$ cat src/rtl/offdiag_pkg.sv
// Shared types and constants for the off-state diagnostic sequencer.
package offdiag_pkg;
    localparam int MAX_STEPS = 4;
    localparam int IDX_W     = $clog2(MAX_STEPS);

    localparam logic [1:0] LOAD_FULL = 2'b00;
    localparam logic [1:0] LOAD_LOW  = 2'b01;
    localparam logic [1:0] LOAD_HIGH = 2'b10;
    localparam logic [1:0] LOAD_ALT  = 2'b11;

    localparam logic [1:0] SEL_NONE = 2'b00;
    localparam logic [1:0] SEL_PU   = 2'b01;
    localparam logic [1:0] SEL_PD   = 2'b11;

    typedef enum logic [2:0] {
        RES_OK   = 3'b000,
        RES_OPEN = 3'b001,
        RES_GND  = 3'b010,
        RES_VM   = 3'b011,
        RES_TERM = 3'b100,
        RES_UNK  = 3'b111
    } res_e;

    typedef struct packed {
        logic       in1;
        logic       in2;
        logic [1:0] sel;
    } step_t;
endpackage

$ cat src/rtl/offdiag_sync.sv
// Multi-flop synchronizer for the asynchronous comparator input.
// Assumes the input is a level that stays put for several cycles.
module offdiag_sync #(
    parameter int STAGES = 2
) (
    input  logic clk,
    input  logic rst_n,
    input  logic d_i,
    output logic q_o
);
    logic [STAGES-1:0] chain_q;

    // Shift the input through the flop chain.
    always_ff @(posedge clk) begin
        if (!rst_n) chain_q <= '0;
        else        chain_q <= {chain_q[STAGES-2:0], d_i};
    end

    assign q_o = chain_q[STAGES-1];

    assert_sync_lag_R10: assert property (@(posedge clk) disable iff (!rst_n)
        chain_q[STAGES-1] == $past(chain_q[STAGES-2]) || $past(!rst_n))
        else $error("synchronizer lag broken");
endmodule

$ cat src/rtl/offdiag_settle.sv
// Settle countdown. A load puts max(settle, MIN_SETTLE) into the counter,
// which then counts down to zero and stays there. expire_o marks the
// sampling cycle. MIN_SETTLE covers the synchronizer latency.
module offdiag_settle #(
    parameter int SETTLE_W   = 8,
    parameter int MIN_SETTLE = 2
) (
    input  logic                clk,
    input  logic                rst_n,
    input  logic                load_i,
    input  logic [SETTLE_W-1:0] settle_i,
    output logic                expire_o
);
    localparam logic [SETTLE_W-1:0] MIN_LD = SETTLE_W'(MIN_SETTLE);

    logic [SETTLE_W-1:0] cnt_q;

    // Load with the floored settle value, otherwise count down to zero.
    always_ff @(posedge clk) begin
        if (!rst_n)              cnt_q <= '0;
        else if (load_i)         cnt_q <= (settle_i < MIN_LD) ? MIN_LD : settle_i;
        else if (cnt_q != '0)    cnt_q <= cnt_q - 1'b1;
    end

    assign expire_o = (cnt_q == '0);

    assert_settle_floor_R10: assert property (@(posedge clk) disable iff (!rst_n)
        load_i |=> cnt_q >= MIN_LD)
        else $error("settle below floor");

    assert_settle_step_R10: assert property (@(posedge clk) disable iff (!rst_n)
        (!load_i && cnt_q != '0) |=> cnt_q == $past(cnt_q) - 1'b1)
        else $error("settle countdown skipped");
endmodule

$ cat src/rtl/offdiag_step_rom.sv
// Setup step table: maps topology and step index to control line values.
// Purely combinational. last_o flags the final step of the topology.
module offdiag_step_rom
    import offdiag_pkg::*;
(
    input  logic             full_i,
    input  logic [IDX_W-1:0] idx_i,
    output step_t            step_o,
    output logic             last_o
);
    // Select the setup for the current step.
    always_comb begin
        step_o = '{in1: 1'b0, in2: 1'b0, sel: SEL_NONE};
        if (full_i) begin
            case (idx_i)
                2'd0:    step_o = '{in1: 1'b1, in2: 1'b0, sel: SEL_NONE};
                2'd1:    step_o = '{in1: 1'b0, in2: 1'b1, sel: SEL_NONE};
                default: step_o = '{in1: 1'b1, in2: 1'b1, sel: SEL_NONE};
            endcase
            last_o = (idx_i == IDX_W'(2));
        end else begin
            // Bit 1 of the index picks the output, bit 0 picks pull-up or pull-down.
            step_o.in1 = ~idx_i[1];
            step_o.in2 =  idx_i[1];
            step_o.sel = idx_i[0] ? SEL_PD : SEL_PU;
            last_o     = (idx_i == IDX_W'(MAX_STEPS - 1));
        end
    end
endmodule

$ cat src/rtl/offdiag_classify.sv
// Decodes the recorded comparator samples into per-output fault codes.
// Sample bit k holds step k. In the independent topologies bits 2g and
// 2g+1 are the pull-up and pull-down samples of output g.
module offdiag_classify
    import offdiag_pkg::*;
(
    input  logic                 full_i,
    input  logic                 high_i,
    input  logic                 ocp_i,
    input  logic [MAX_STEPS-1:0] pat_i,
    output logic [2:0]           res1_o,
    output logic [2:0]           res2_o
);
    localparam int NOUT = 2;

    logic [2:0] full_code;
    logic [2:0] ind_code [NOUT];
    logic [2:0] raw      [NOUT];

    // Full-bridge pattern decode over the three steps.
    always_comb begin
        case ({pat_i[0], pat_i[1], pat_i[2]})
            3'b011:  full_code = RES_OK;
            3'b101:  full_code = RES_OPEN;
            3'b000:  full_code = RES_GND;
            3'b111:  full_code = RES_VM;
            default: full_code = RES_UNK;
        endcase
    end

    for (genvar g = 0; g < NOUT; g++) begin : g_out
        logic pu, pd;
        assign pu = pat_i[2*g];
        assign pd = pat_i[2*g+1];

        // Per-output decode for low-side or high-side loads.
        always_comb begin
            if (high_i) begin
                case ({pu, pd})
                    2'b11:   ind_code[g] = RES_OK;
                    2'b10:   ind_code[g] = RES_OPEN;
                    2'b00:   ind_code[g] = RES_GND;
                    default: ind_code[g] = RES_UNK;
                endcase
            end else begin
                case ({pu, pd})
                    2'b00:   ind_code[g] = RES_OK;
                    2'b10:   ind_code[g] = RES_OPEN;
                    2'b11:   ind_code[g] = RES_VM;
                    default: ind_code[g] = RES_UNK;
                endcase
            end
        end

        assign raw[g] = full_i ? full_code : ind_code[g];
    end

    // An all-normal result after an over-current event points to a terminal short.
    always_comb begin
        if (ocp_i && raw[0] == RES_OK && raw[1] == RES_OK) begin
            res1_o = RES_TERM;
            res2_o = RES_TERM;
        end else begin
            res1_o = raw[0];
            res2_o = raw[1];
        end
    end
endmodule

$ cat src/rtl/offdiag_seq.sv
// Off-state diagnostic sequencer top. Captures topology, settle time and
// the over-current flag at start, steps the driver's control lines through
// the setup table, samples the synchronized comparator once per step and
// publishes per-output fault codes. Assumes the driver holds its FETs off
// whenever drive_off is high.
module offdiag_seq
    import offdiag_pkg::*;
#(
    parameter int SETTLE_W = 8,
    parameter int SYNC_STAGES = 2
) (
    input  logic                clk,
    input  logic                rst_n,
    input  logic                start_i,
    input  logic [1:0]          load_sel_i,
    input  logic [SETTLE_W-1:0] settle_i,
    input  logic                ocp_flag_i,
    input  logic                cmp_i,
    output logic                wake_o,
    output logic                drive_off_o,
    output logic                in1_o,
    output logic                in2_o,
    output logic [1:0]          pull_sel_o,
    output logic                busy_o,
    output logic                done_o,
    output logic [2:0]          res_out1_o,
    output logic [2:0]          res_out2_o
);
    typedef enum logic [1:0] {ST_IDLE, ST_RUN, ST_FINISH} state_e;

    state_e                state_q;
    logic [1:0]            mode_q;
    logic                  ocp_q;
    logic [SETTLE_W-1:0]   settle_q;
    logic [IDX_W-1:0]      idx_q;
    logic [MAX_STEPS-1:0]  pat_q;
    logic [2:0]            res1_q, res2_q;
    logic                  done_q;

    logic                  full, high, run, start_ok, last, expire, load, cmp_s;
    logic [2:0]            cls1, cls2;
    step_t                 step;

    assign full     = (mode_q == LOAD_FULL) || (mode_q == LOAD_ALT);
    assign high     = (mode_q == LOAD_HIGH);
    assign run      = (state_q == ST_RUN);
    assign start_ok = start_i && (state_q == ST_IDLE);
    assign load     = start_ok || (run && expire && !last);

    offdiag_sync #(.STAGES(SYNC_STAGES)) u_sync (
        .clk(clk), .rst_n(rst_n), .d_i(cmp_i), .q_o(cmp_s)
    );

    offdiag_settle #(.SETTLE_W(SETTLE_W), .MIN_SETTLE(SYNC_STAGES)) u_settle (
        .clk(clk), .rst_n(rst_n), .load_i(load),
        .settle_i(start_ok ? settle_i : settle_q), .expire_o(expire)
    );

    offdiag_step_rom u_rom (
        .full_i(full), .idx_i(idx_q), .step_o(step), .last_o(last)
    );

    offdiag_classify u_cls (
        .full_i(full), .high_i(high), .ocp_i(ocp_q), .pat_i(pat_q),
        .res1_o(cls1), .res2_o(cls2)
    );

    // Sequencer: capture at start, sample each step, publish at finish.
    always_ff @(posedge clk) begin
        if (!rst_n) begin
            state_q  <= ST_IDLE;
            mode_q   <= LOAD_FULL;
            ocp_q    <= 1'b0;
            settle_q <= '0;
            idx_q    <= '0;
            pat_q    <= '0;
            res1_q   <= RES_OK;
            res2_q   <= RES_OK;
            done_q   <= 1'b0;
        end else begin
            done_q <= 1'b0;
            case (state_q)
                ST_IDLE: if (start_i) begin
                    mode_q   <= load_sel_i;
                    ocp_q    <= ocp_flag_i;
                    settle_q <= settle_i;
                    idx_q    <= '0;
                    pat_q    <= '0;
                    res1_q   <= RES_OK;
                    res2_q   <= RES_OK;
                    state_q  <= ST_RUN;
                end
                ST_RUN: if (expire) begin
                    pat_q[idx_q] <= cmp_s;
                    if (last) state_q <= ST_FINISH;
                    else      idx_q   <= idx_q + 1'b1;
                end
                default: begin
                    res1_q  <= cls1;
                    res2_q  <= cls2;
                    done_q  <= 1'b1;
                    state_q <= ST_IDLE;
                end
            endcase
        end
    end

    assign wake_o      = run;
    assign drive_off_o = 1'b1;
    assign in1_o       = run & step.in1;
    assign in2_o       = run & step.in2;
    assign pull_sel_o  = run ? step.sel : SEL_NONE;
    assign busy_o      = (state_q != ST_IDLE);
    assign done_o      = done_q;
    assign res_out1_o  = res1_q;
    assign res_out2_o  = res2_q;

    assert_fets_off_R2: assert property (@(posedge clk) disable iff (!rst_n)
        run |-> (wake_o && drive_off_o))
        else $error("step applied with FETs enabled");

    assert_idle_lines_R1: assert property (@(posedge clk) disable iff (!rst_n)
        !busy_o |-> (!wake_o && drive_off_o && !in1_o && !in2_o && pull_sel_o == SEL_NONE))
        else $error("idle control lines wrong");

    assert_sel_by_mode_R5: assert property (@(posedge clk) disable iff (!rst_n)
        run |-> (full ? (pull_sel_o == SEL_NONE) : (pull_sel_o != SEL_NONE)))
        else $error("select code does not match topology");

    assert_config_frozen_R11: assert property (@(posedge clk) disable iff (!rst_n)
        (state_q != ST_IDLE) |=> ($stable(mode_q) && $stable(ocp_q) && $stable(settle_q)))
        else $error("configuration changed during run");

    assert_done_pulse_R12: assert property (@(posedge clk) disable iff (!rst_n)
        done_o |=> !done_o)
        else $error("done longer than one cycle");

    assert_results_hold_R12: assert property (@(posedge clk) disable iff (!rst_n)
        (!busy_o && !start_i) |=> ($stable(res_out1_o) && $stable(res_out2_o)))
        else $error("results changed while idle");

    assert_terminal_pair_R9: assert property (@(posedge clk) disable iff (!rst_n)
        (res_out1_o == RES_TERM) |-> (res_out2_o == RES_TERM))
        else $error("terminal short on one output only");
endmodule

$ cat config.mk
export PLATFORM = sky130hd
export DESIGN_NAME = offdiag_seq
export DESIGN_NICKNAME = d
export VERILOG_FILES = /design/src/rtl/offdiag_pkg.sv /design/src/rtl/offdiag_sync.sv /design/src/rtl/offdiag_settle.sv /design/src/rtl/offdiag_step_rom.sv /design/src/rtl/offdiag_classify.sv /design/src/rtl/offdiag_seq.sv
export SDC_FILE = /design/constraint.sdc
export NUM_CORES = 1
export LEC_CHECK = 0
export BUFFER_PORTS_ARGS = -buffer_cell sky130_fd_sc_hd__buf_2
export CAP_MARGIN = 20
export CORE_ASPECT_RATIO = 1.5
export CORE_UTILIZATION = 61
export DETAILED_ROUTE_END_ITERATION = 12
export PLACE_DENSITY = 0.84
export REMOVE_ABC_BUFFERS = 1
export SLEW_MARGIN = 5
export SYNTH_ARGS = -nofsm -noshare
export SYNTH_HDL_FRONTEND = slang
export SYNTH_HIERARCHICAL = 1
export SYNTH_SLANG_ARGS = --single-unit
$ cat constraint.sdc
create_clock -name clk -period 5.2 [get_ports clk]
set_input_delay 1.04 -clock clk [delete_from_list [all_inputs] [get_ports clk]]
set_output_delay 1.04 -clock clk [all_outputs]
set_load 0.005 [all_outputs]
==> results of run 1 <==
-- worst max-delay path by stage --
| stage | start | to | slack [ps] | cells past startpoint |
|---|---|---|---|---|
| after detailed placement | start_i | u_settle/cnt_q[1]$_SDFFE_PN0P_ | 1790 | 6 |
| after CTS | start_i | u_settle/cnt_q[1]$_SDFFE_PN0P_ | 2110 | 6 |
| after floorplan | start_i | u_settle/cnt_q[1]$_SDFFE_PN0P_ | 2210 | 5 |
| after global routing | start_i | u_settle/cnt_q[1]$_SDFFE_PN0P_ | 1990 | 6 |
| after global placement | start_i | u_settle/cnt_q[1]$_SDFFE_PN0P_ | 1840 | 6 |
| final | start_i | u_settle/cnt_q[1]$_SDFFE_PN0P_ | 2100 | 6 |
-- power groups by stage --
stage                     sequential, uW  combinational, uW  clock (uW)
after floorplan                      345                221           0
after global placement               353                274           0
after detailed placement             355                279           0
after CTS                            348                281         190
after global routing                 355                312         201
final                                349                283         183
-- logic make-up after synthesis --
logic type      after synthesis  share of synthesized area [%]
buf+inv                      33                          7.381
compound gates               50                          16.40
xor+xnor                      4                          1.641
simple gates                 91                          26.07
flops                        36                          33.74
mux                          14                          8.143
fa+ha+maj                    11                          6.444
other cells                   1                         0.1756
-- metal layers --
metal	wire length [um]	share of wire, %	global-route usage [%]
met5	0	0	0
met4	97	2.3	11.73
met3	111	2.6	5.112
met2	2247	53	45.78
met1	1803	42	26.32
-- worst register-to-register path: cells and delay by family, from the launching register on --
| kind | cells | cell delay (ps) |
|---|---|---|
| and+or+nand+nor | 3 | 1050 |
| AOI/OAI and AO/OA | 3 | 690 |
| buffers and inverters | 3 | 480 |
| DFF | 1 | 340 |
| adders and majority gates | 1 | 200 |
-- stage by stage --
stage	instances	hold WS [ps]	cell area (um^2)	total power, uW	utilization [%]
6_report	300	440.5	2307	815.1	68.20
4_1_cts	300	443.0	2307	819.2	68.20
5_1_grt	300	462.3	2307	867.4	68.20
3_3_place_gp	293	424.6	2230	626.7	65.90
3_5_place_dp	293	431.1	2230	634.1	65.90
2_1_floorplan	224	411.8	2042	565.6	-
-- cells in the final DEF (no fill, tap or decap), types with 2 or more instances in the layout --
master     n
mux2i_1    5
mux2_4     6
nand2_1   16
o21ai_0   11
dfxtp_1   36
clkbuf_8   5
ha_1      11
and3b_1    2
a21boi_0  10
nor2_1     8
or2_2      2
a31oi_1    4
nand3b_1  11
nand2b_1   2
nor2b_1    6
buf_2     27
o41ai_1    2
xor2_1     2
or4_1      4
xnor2_1    2
inv_1     16
nor3_1     2
a21oi_1    6
mux2_2     3
and2_1    15
nand3_1   12
-- state kept, by name, summed over array words and instances, names as in the netlist --
signal          flops
done_o              1
settle_q            8
u_settle/cnt_q      8
idx_q               2
u_sync/chain_q      2
ocp_q               1
mode_q              2
pat_q               4
res_out1_o          3
res_out2_o          3
state_q             2
-- area by class of cell --
type                       instances  share of cell area [%]
tap                               42                   2.278
sequential                        36                   31.24
timing repair buffer              27                   5.857
clock inverter                     1                  0.2169
multi-input combinational        171                   54.50
inverter                          17                   2.766
clock buffer                       6                   3.145
==> results.py, run 1 <==
metrics = {
    "timing": {
        "final.min_clock_period_ps": 3096,
        "post-route-period-util_pct": 59.53,
        "fin_skew_ps": 6.916,
        "rsz0062_at_grt": "no",
        "fmax_ghz": 0.3230,
        "maxSlewHeadroom_pct": 50.75,
        "slew_viol_final": 0,
        "worst_slew_pin_slew_ps": 737.9,
        "finalHoldViolations": 0,
        "setup_ws_ps": 2104,
        "setup_viol": 0,
        "finalSetupTns_ps": 0,
    },
    "min_path": {
        "min_path_type": "reg -> reg",
        "min_path_cells": 1,
        "holdPathEnd": "u_sync/chain_q[1]$_SDFF_PN0_",
        "hp-start": "u_sync/chain_q[0]$_SDFF_PN0_",
    },
    "drt": {
        "num_vias": 1719,
        "drt_iter0_markers": 43,
        "drc_errors": 0,
        "wl_per_cell_um": 14.20,
        "wirelength_um": 4259,
        "antenna_left": 0,
        "drtPass1Iterations": 4,
        "via_per_inst": 5.730,
    },
    "layout": {
        "syn_to_final_growth_pct": 8.026,
        "fillers": 291,
        "seqCellArea_um2": 720.7,
        "multi_input_area_um2": 1257,
        "num_antenna_cells": 0,
        "layout.nets": 284,
        "drive_above_1_share_pct": 19.77,
    },
    "synth": {
        "ys_warn_count": 6,
        "async_flop_share_pct": 0,
        "syn_area_um2": 2136,
        "yosysSeqAreaShare_pct": 33.74,
        "synth_commonest_cells": "dfxtp_1 (36), inv_1 (16), nand2_1 (16)",
        "synth.distinct_cells": 58,
        "syn_avg_cell_area_um2": 8.899,
        "synthMostInstantiatedCell": "dfxtp_1",
        "synth_area_leaders": "dfxtp_1 (34%), ha_1 (6.4%), and2_1 (4.4%)",
        "ys_ff_latch": 36,
        "synth.largest_area_cell": "dfxtp_1",
        "netlist.area_leader.share_pct": 33.74,
        "syn_inst": 240,
        "synth_ff_type": "dfxtp_1",
        "synth_edf_count": 0,
    },
    "place": {
        "dp_slack_ps": 1795,
        "gp_congestion": 0.8340,
        "port_buffers": 27,
        "dp_hpwl_um": 3117,
    },
    "clocking": {
        "insertion_delay_ps": 290,
        "cts_post_setup_buffers_inserted": 0,
        "clock_path_buffers": 2,
        "cts-htree-levels": 2,
        "cts_resized": 0,
        "clk_pin_slew_worst_paths_ps": 70,
        "holdBufCountCts": 0,
        "numCtsBuffers": 5,
        "cts_sinks": 36,
        "cts_tree": "yes",
        "root_buffer": "clkbuf_8",
    },
    "setup_path": {
        "required_ps": 5430,
        "cp_slowest_cell": "nor3b_4",
        "path_delay_family": "simple AND/OR/NAND/NOR gates",
        "r2r-end": "u_settle/cnt_q[7]$_SDFFE_PN0P_",
        "worstSetupStartpointType": "input pin",
        "reg2reg_from": "u_settle/cnt_q[0]$_SDFFE_PN0P_",
        "crit_path_max_fanout": 12,
        "rrSetupSlack_ps": 2320,
        "rr_worst_depth": 10,
        "worstPathArrival_ps": 3330,
        "critPathCaptureType": "register",
        "crit_type": "in -> reg",
        "cp.buffers_inverters": 1,
        "critPathMaxStageDelay_ps": 640,
        "critical_path.cell_chain": "buf_2 -> nor3b_4 -> mux2_2 -> or4_1 -> o311ai_0 -> o2111a_1",
    },
    "pwr": {
        "clockPowerShare_pct": 22.4,
        "leakagePower_uw": 0.0009770,
        "peakVddDrop_v": 0.0002987,
        "seqPwrFrac_pct": 42.8,
        "net-switching-power_uw": 281.3,
        "switching_share_pct": 34.51,
        "p_per_area_nw_per_um2": 353.3,
        "power_frac_comb_pct": 34.7,
        "internal_power_uw": 533.8,
    },
    "global_routing": {
        "grt_pass1_wl_um": 6934,
        "grt_pass1_vias": 1595,
        "grt_overflow": 0,
        "grt_max_degree": 42,
        "grt_usage_pct": 24.68,
        "antenna_found_initial": 0,
    },
    "floorplan": {
        "initial_core_util_pct": 63.13,
        "core-area_um2": 3383,
        "dieWidth_um": 50.32,
        "io_pins": 29,
        "die_area_um2": 3747,
        "die_height_um": 74.47,
        "num_rows": 26,
    },
    "job": {
        "drv_cap": 0,
    },
    "status": {
        "status": "complete, no violations",
    },
}
No activity file was read; power rests on OpenSTA's default activity.
==> run 2: changes to the inputs <==
--- a/config.mk
+++ b/config.mk
@@ -8,9 +8,9 @@
 export BUFFER_PORTS_ARGS = -buffer_cell sky130_fd_sc_hd__buf_2
 export CAP_MARGIN = 20
 export CORE_ASPECT_RATIO = 1.5
-export CORE_UTILIZATION = 61
+export CORE_UTILIZATION = 52
 export DETAILED_ROUTE_END_ITERATION = 12
-export PLACE_DENSITY = 0.84
+export PLACE_DENSITY = 0.76
 export REMOVE_ABC_BUFFERS = 1
 export SLEW_MARGIN = 5
 export SYNTH_ARGS = -nofsm -noshare
==> constraint.sdc (replaced) <==
create_clock -name clk -period 2.6 [get_ports clk]
set_input_delay 0.52 -clock clk [delete_from_list [all_inputs] [get_ports clk]]
set_output_delay 0.52 -clock clk [all_outputs]
set_load 0.005 [all_outputs]
==> run 2 against run 1 <==
Combinational power rose by 140%. Core utilization fell by 6.4 points. Register-to-register slack got worse by 2200 ps. Die area rose by 17%. Cell count grew 5.0%. Worst hold slack worse by 2.9 ps. Critical path depth increased by 4. Non-clock buffer count rose by 11. Flip-flop and latch count is the same. Clock power rose by 120%. Global-route usage decreased by 2.6 points. Largest power group unchanged. Power is 120% higher.
==> results.py, run 2 (synthesis gave the netlist of run 1 again) <==
metrics = {
    "status": {
        "status": "complete, no violations",
    },
    "pwr": {
        "peakVddDrop_v": 0.0004735,
        "leakagePower_uw": 0.001042,
        "p_per_area_nw_per_um2": 737.5,
        "total_power_uw": 1788,
    },
    "drt": {
        "drtPass1Iterations": 4,
        "drc_errors": 0,
        "wl_per_cell_um": 13.99,
        "via_per_inst": 5.552,
        "drt_iter0_markers": 48,
        "num_vias": 1749,
        "antenna_left": 0,
        "wirelength_um": 4406,
    },
    "floorplan": {
        "core-area_um2": 3924,
        "num_rows": 28,
        "die_height_um": 80.49,
        "die_area_um2": 4373,
        "initial_core_util_pct": 54.43,
        "dieWidth_um": 54.33,
        "io_pins": 29,
    },
    "setup_path": {
        "rrSetupSlack_ps": 120,
        "r2r-end": "u_settle/cnt_q[5]$_SDFFE_PN0P_",
        "crit_cells": 10,
        "crit_path_max_fanout": 9,
        "worstPathArrival_ps": 2640,
        "critical_path.cell_chain": "inv_1 -> ha_2 -> or3b_2 -> or2_2 -> inv_1 -> nor2b_2 -> a21o_2 -> clkinv_2 -> o211ai_1 -> a22oi_1",
        "critPathMostFrequentCell": "inv_1",
        "worstSetupStartpointType": "register",
        "rr_worst_depth": 10,
        "required_ps": 2760,
        "critPathCaptureType": "register",
        "critPathMaxStageDelay_ps": 490,
        "path_delay_family": "simple AND/OR/NAND/NOR gates",
        "crit_type": "reg -> reg",
        "cp.buffers_inverters": 3,
        "reg2reg_from": "u_settle/cnt_q[0]$_SDFFE_PN0P_",
        "cp_slowest_cell": "or3b_2",
    },
    "layout": {
        "drive_above_1_share_pct": 24.07,
        "top_regs": "settle_q (8), u_settle/cnt_q (8), pat_q (4)",
        "syn_to_final_growth_pct": 13.53,
        "multi_input_area_um2": 1262,
        "design_area_um2": 2425,
        "layout_commonest_cell": "dfxtp_1",
        "fin_util_pct": 61.80,
        "num_antenna_cells": 0,
        "layout_common_cells": "dfxtp_1 (36), buf_2 (27), inv_1 (16), nand2_1 (16), and2_1 (15)",
        "fin_cells": 315,
        "seqCellArea_um2": 720.7,
        "fillers": 361,
        "layout.nets": 295,
    },
    "min_path": {
        "min_path_type": "in -> reg",
        "min_path_cells": 2,
        "hp-start": "cmp_i",
        "holdPathEnd": "u_sync/chain_q[0]$_SDFF_PN0_",
    },
    "place": {
        "dp_hpwl_um": 3205,
        "dp.cells": 305,
        "gp_congestion": 0.9821,
        "place_area_um2": 2313,
        "port_buffers": 27,
    },
    "timing": {
        "final.min_clock_period_ps": 2478,
        "fin_skew_ps": 5.232,
        "worst_slew_pin_slew_ps": 640.6,
        "maxSlewHeadroom_pct": 57.29,
        "slew_viol_final": 0,
        "fmax_ghz": 0.4036,
        "setup_viol": 0,
        "finalHoldViolations": 0,
        "post-route-period-util_pct": 95.29,
        "rsz0062_at_grt": "no",
    },
    "clocking": {
        "numCtsBuffers": 5,
        "clk_pin_slew_worst_paths_ps": 70,
        "cts-htree-levels": 2,
        "root_buffer": "clkbuf_8",
        "insertion_delay_ps": 280,
        "holdBufCountCts": 0,
        "clock_path_buffers": 2,
        "cts_tree": "yes",
        "cts_sinks": 36,
    },
    "global_routing": {
        "grt_max_degree": 42,
        "antenna_found_initial": 0,
        "grt_pass1_vias": 1583,
        "grt_usage_pct": 22.05,
        "grt_pass1_wl_um": 6920,
        "grt_overflow": 0,
    },
    "job": {
        "drv_cap": 0,
    },
}
## run 2: where the power goes
group,switching (uW),internal (uW)
clock,187,216
sequential,73.1,625
combinational,352,335
total,612,1180
## run 2: area by class of cell
type | count | share of cell area [%]
multi-input cells | 171 | 52.06
flip-flops and latches | 36 | 29.72
repair buffers | 38 | 9.494
clock buffers | 8 | 3.715
inverters | 17 | 2.683
well taps | 45 | 2.322
## run 2: worst max path at each step
stage               slack [ps]                              to                           start
floorplan                   20  u_settle/cnt_q[1]$_SDFFE_PN0P_          mode_q[0]$_SDFFE_PN0P_
global placement            50  u_settle/cnt_q[5]$_SDFFE_PN0P_  u_settle/cnt_q[0]$_SDFFE_PN0P_
detailed placement         -30  u_settle/cnt_q[4]$_SDFFE_PN0P_  u_settle/cnt_q[0]$_SDFFE_PN0P_
CTS                         90  u_settle/cnt_q[4]$_SDFFE_PN0P_  u_settle/cnt_q[0]$_SDFFE_PN0P_
global route                10  u_settle/cnt_q[3]$_SDFFE_PN0P_  u_settle/cnt_q[0]$_SDFFE_PN0P_
finish                     120  u_settle/cnt_q[5]$_SDFFE_PN0P_  u_settle/cnt_q[0]$_SDFFE_PN0P_
## run 2: what timing repair did
item	in CTS	in global routing
buffers inserted	0	2
gates resized for setup	1	2
endpoints found under the setup margin	4	5
pin swaps	0	0
cloned	0	0
## run 2: layer usage
layer  up-vias  GRT usage (%)  wire (um)
met1       784          22.02       1787
met4         0          13.33        119
met5         -              0          0
li1        902              -          -
met2        53          38.66       2327
met3        10          5.492        172
## run 2: through the flow
| stage | worst slack [ps] | hold slack [ps] | TNS (ps) |
|---|---|---|---|
| 6_report | 122.5 | 437.7 | 0 |
| 5_1_grt | 11.58 | 431.0 | 0 |
| 4_1_cts | 85.10 | 428.8 | 0 |
| 3_5_place_dp | -30.07 | 437.0 | -55.63 |
| 3_3_place_gp | 49.67 | 438.4 | 0 |
| 2_1_floorplan | 16.97 | 411.8 | 0 |
==> run 3: changes to the inputs <==
--- a/config.mk
+++ b/config.mk
@@ -5,12 +5,14 @@
 export SDC_FILE = /design/constraint.sdc
 export NUM_CORES = 1
 export LEC_CHECK = 0
+export ABC_AREA = 1
 export BUFFER_PORTS_ARGS = -buffer_cell sky130_fd_sc_hd__buf_2
 export CAP_MARGIN = 20
 export CORE_ASPECT_RATIO = 1.5
-export CORE_UTILIZATION = 52
+export CORE_MARGIN = 5
+export CORE_UTILIZATION = 51
 export DETAILED_ROUTE_END_ITERATION = 12
-export PLACE_DENSITY = 0.76
+export PLACE_DENSITY = 0.75
 export REMOVE_ABC_BUFFERS = 1
 export SLEW_MARGIN = 5
 export SYNTH_ARGS = -nofsm -noshare
==> run 3 against run 2 <==
Global-route usage fell by 4.4 points. Highest routed layer unchanged. Core utilization fell by 2.5 points. Cell count rose by 22%. Wire length rose by 0.82%. Sequential share of layout area rose by 1.3 points. Flip-flop and latch count did not move. Final area fell by 4.1%. Combinational power fell by 7.3%. Worst hold slack got worse by 30 ps. Critical path depth rose by 2. Power rose by 2.1%.
==> results.py, run 3 <==
metrics = {
    "place": {
        "dp_slack_ps": 457.8,
        "dp_hpwl_um": 3363,
        "gp_congestion": 0.9010,
        "place_area_um2": 2215,
        "port_buffers": 27,
    },
    "timing": {
        "fin_skew_ps": 8.967,
        "post-route-period-util_pct": 83.63,
        "finalHoldViolations": 0,
        "setup_ws_ps": 425.7,
        "finalSetupTns_ps": 0,
        "setup_viol": 0,
        "worst_slew_pin_slew_ps": 513.6,
        "final.min_clock_period_ps": 2174,
        "fmax_ghz": 0.4599,
        "rsz0062_at_grt": "no",
        "maxSlewHeadroom_pct": 65.72,
        "slew_viol_final": 0,
    },
    "layout": {
        "multi_input_area_um2": 1069,
        "layout_commonest_cell": "nand2_1",
        "fin_util_pct": 59.28,
        "layout.nets": 363,
        "syn_to_final_growth_pct": 12.39,
        "top_regs": "settle_q (8), u_settle/cnt_q (8), pat_q (4)",
        "num_antenna_cells": 0,
        "drive_above_1_share_pct": 17.46,
        "layout_common_cells": "nand2_1 (65), inv_1 (53), nor2_1 (42)",
        "fillers": 401,
        "seqCellArea_um2": 720.7,
        "design_area_um2": 2326,
    },
    "floorplan": {
        "die_area_um2": 5458,
        "initial_core_util_pct": 52.74,
        "core-area_um2": 3924,
        "dieWidth_um": 62.01,
        "num_rows": 28,
        "die_height_um": 88.02,
        "io_pins": 29,
    },
    "synth": {
        "yosysSeqAreaShare_pct": 34.82,
        "synth.distinct_cells": 29,
        "synth_ff_type": "dfxtp_1",
        "ys_warn_count": 6,
        "synth_area_leaders": "dfxtp_1 (35%), nand2_1 (12%), inv_1 (9.6%)",
        "ys_ff_latch": 36,
        "syn_avg_cell_area_um2": 6.697,
        "syn_area_um2": 2069,
        "synthMostInstantiatedCell": "nand2_1",
        "synth.largest_area_cell": "dfxtp_1",
        "netlist.area_leader.share_pct": 34.82,
        "syn_inst": 309,
        "synth_edf_count": 0,
        "async_flop_share_pct": 0,
        "synth_commonest_cells": "nand2_1 (65), inv_1 (53), nor2_1 (42)",
    },
    "pwr": {
        "leakagePower_uw": 0.001210,
        "peakVddDrop_v": 0.0005602,
        "p_per_area_nw_per_um2": 784.8,
    },
    "clocking": {
        "cts_resized": 0,
        "holdBufCountCts": 0,
        "cts-htree-levels": 2,
        "root_buffer": "clkbuf_8",
        "numCtsBuffers": 5,
        "cts_sinks": 36,
        "clock_path_buffers": 2,
        "clk_pin_slew_worst_paths_ps": 80,
        "cts_tree": "yes",
        "cts_post_setup_buffers_inserted": 0,
        "insertion_delay_ps": 290,
    },
    "drt": {
        "wl_met2_um": 2399,
        "drtPass1Iterations": 4,
        "drc_errors": 0,
        "num_vias": 1916,
        "wl_per_cell_um": 11.60,
        "drt_iter0_markers": 117,
        "wl_met3_um": 231,
        "routedLengthMet1_um": 1687,
        "wirelength_um": 4442,
        "via_per_inst": 5.003,
        "top_layer": "met4",
        "antenna_left": 0,
    },
    "setup_path": {
        "crit_type": "reg -> reg",
        "required_ps": 2780,
        "cp_slowest_cell": "dfxtp_1",
        "critical_path.cell_chain": "inv_1 -> ha_1 -> inv_1 -> ha_1 -> nor2_1 -> inv_1 -> nand3_1 -> nand2_1 -> inv_1 -> nand2_2 -> o21ai_0 -> nor2_1",
        "critPathMaxStageDelay_ps": 310,
        "crit_path_max_fanout": 10,
        "critPathMostFrequentCell": "inv_1",
        "worstPathArrival_ps": 2360,
        "critPathCaptureType": "register",
        "worstSetupStartpointType": "register",
    },
    "global_routing": {
        "antenna_found_initial": 0,
        "grt_overflow": 0,
        "grt_pass1_vias": 1760,
        "grt_max_degree": 25,
        "grt_usage_pct": 17.66,
        "grt_pass1_wl_um": 7300,
    },
    "status": {
        "status": "complete, no violations",
    },
    "job": {
        "drv_cap": 0,
    },
    "min_path": {
        "min_path_type": "reg -> reg",
    },
}
[run 3: where the power goes]
part	switching (uW)	total [uW]	leakage, uW	internal, uW
Combinational	409	637	0.000860	228
Sequential	64.1	691	0.000296	626
Clock	214	498	0.0000541	284
[run 3: metrics by stage]
stage | total power, uW | hold slack, ps | cells
after global placement | 1314 | 391.9 | 375
after CTS | 1826 | 400.9 | 383
final | 1825 | 407.6 | 383
after floorplan | 1179 | 390.0 | 301
after detailed placement | 1325 | 396.1 | 375
after global routing | 1957 | 405.8 | 383
[run 3: kinds of logic after synthesis]
| group | Yosys count | share of synthesized area, % |
|---|---|---|
| and+or+nand+nor | 153 | 33.68 |
| buffers and inverters | 66 | 13.54 |
| AOI/OAI and AO/OA | 40 | 10.28 |
| DFF | 36 | 34.82 |
| adders and majority gates | 11 | 6.650 |
| xor gates and xnor gates | 2 | 0.8466 |
| other | 1 | 0.1812 |
[run 3: per-layer routing]
metal / up-vias / track usage (%)
li1: 1006 / -
met1: 847 / 16.92
met2: 51 / 33.58
met3: 12 / 3.245
met4: 0 / 8.880
met5: - / 0
[run 3: area by class of cell]
type	count	area share (%)
clock buffer	5	2.959
tap	45	2.421
clock inverter	3	1.829
timing repair buffer	29	6.455
sequential	36	30.98
inverter	58	9.414
multi-input combinational	207	45.94
[run 3: path summary, 6_finish.rpt]
check | startpoint | to | slack (ps) | depth (start not counted)
setup / recovery | mode_q[0]$_SDFFE_PN0P_ | u_settle/cnt_q[0]$_SDFFE_PN0P_ | 430 | 12
hold / removal | u_sync/chain_q[0]$_SDFF_PN0_ | u_sync/chain_q[1]$_SDFF_PN0_ | 410 | 2
setup reg to reg | mode_q[0]$_SDFFE_PN0P_ | u_settle/cnt_q[0]$_SDFFE_PN0P_ | 430 | 12
hold reg to reg | u_sync/chain_q[0]$_SDFF_PN0_ | u_sync/chain_q[1]$_SDFF_PN0_ | 410 | 2
[run 3: worst max-delay path: cells and delay by family (launching register included)]
family / cells / cell delay (ps)
DFF: 1 / 310
and+or+nand+nor: 5 / 610
adders and majority gates: 2 / 560
AOI/OAI and AO/OA: 1 / 160
buffers and inverters: 4 / 410
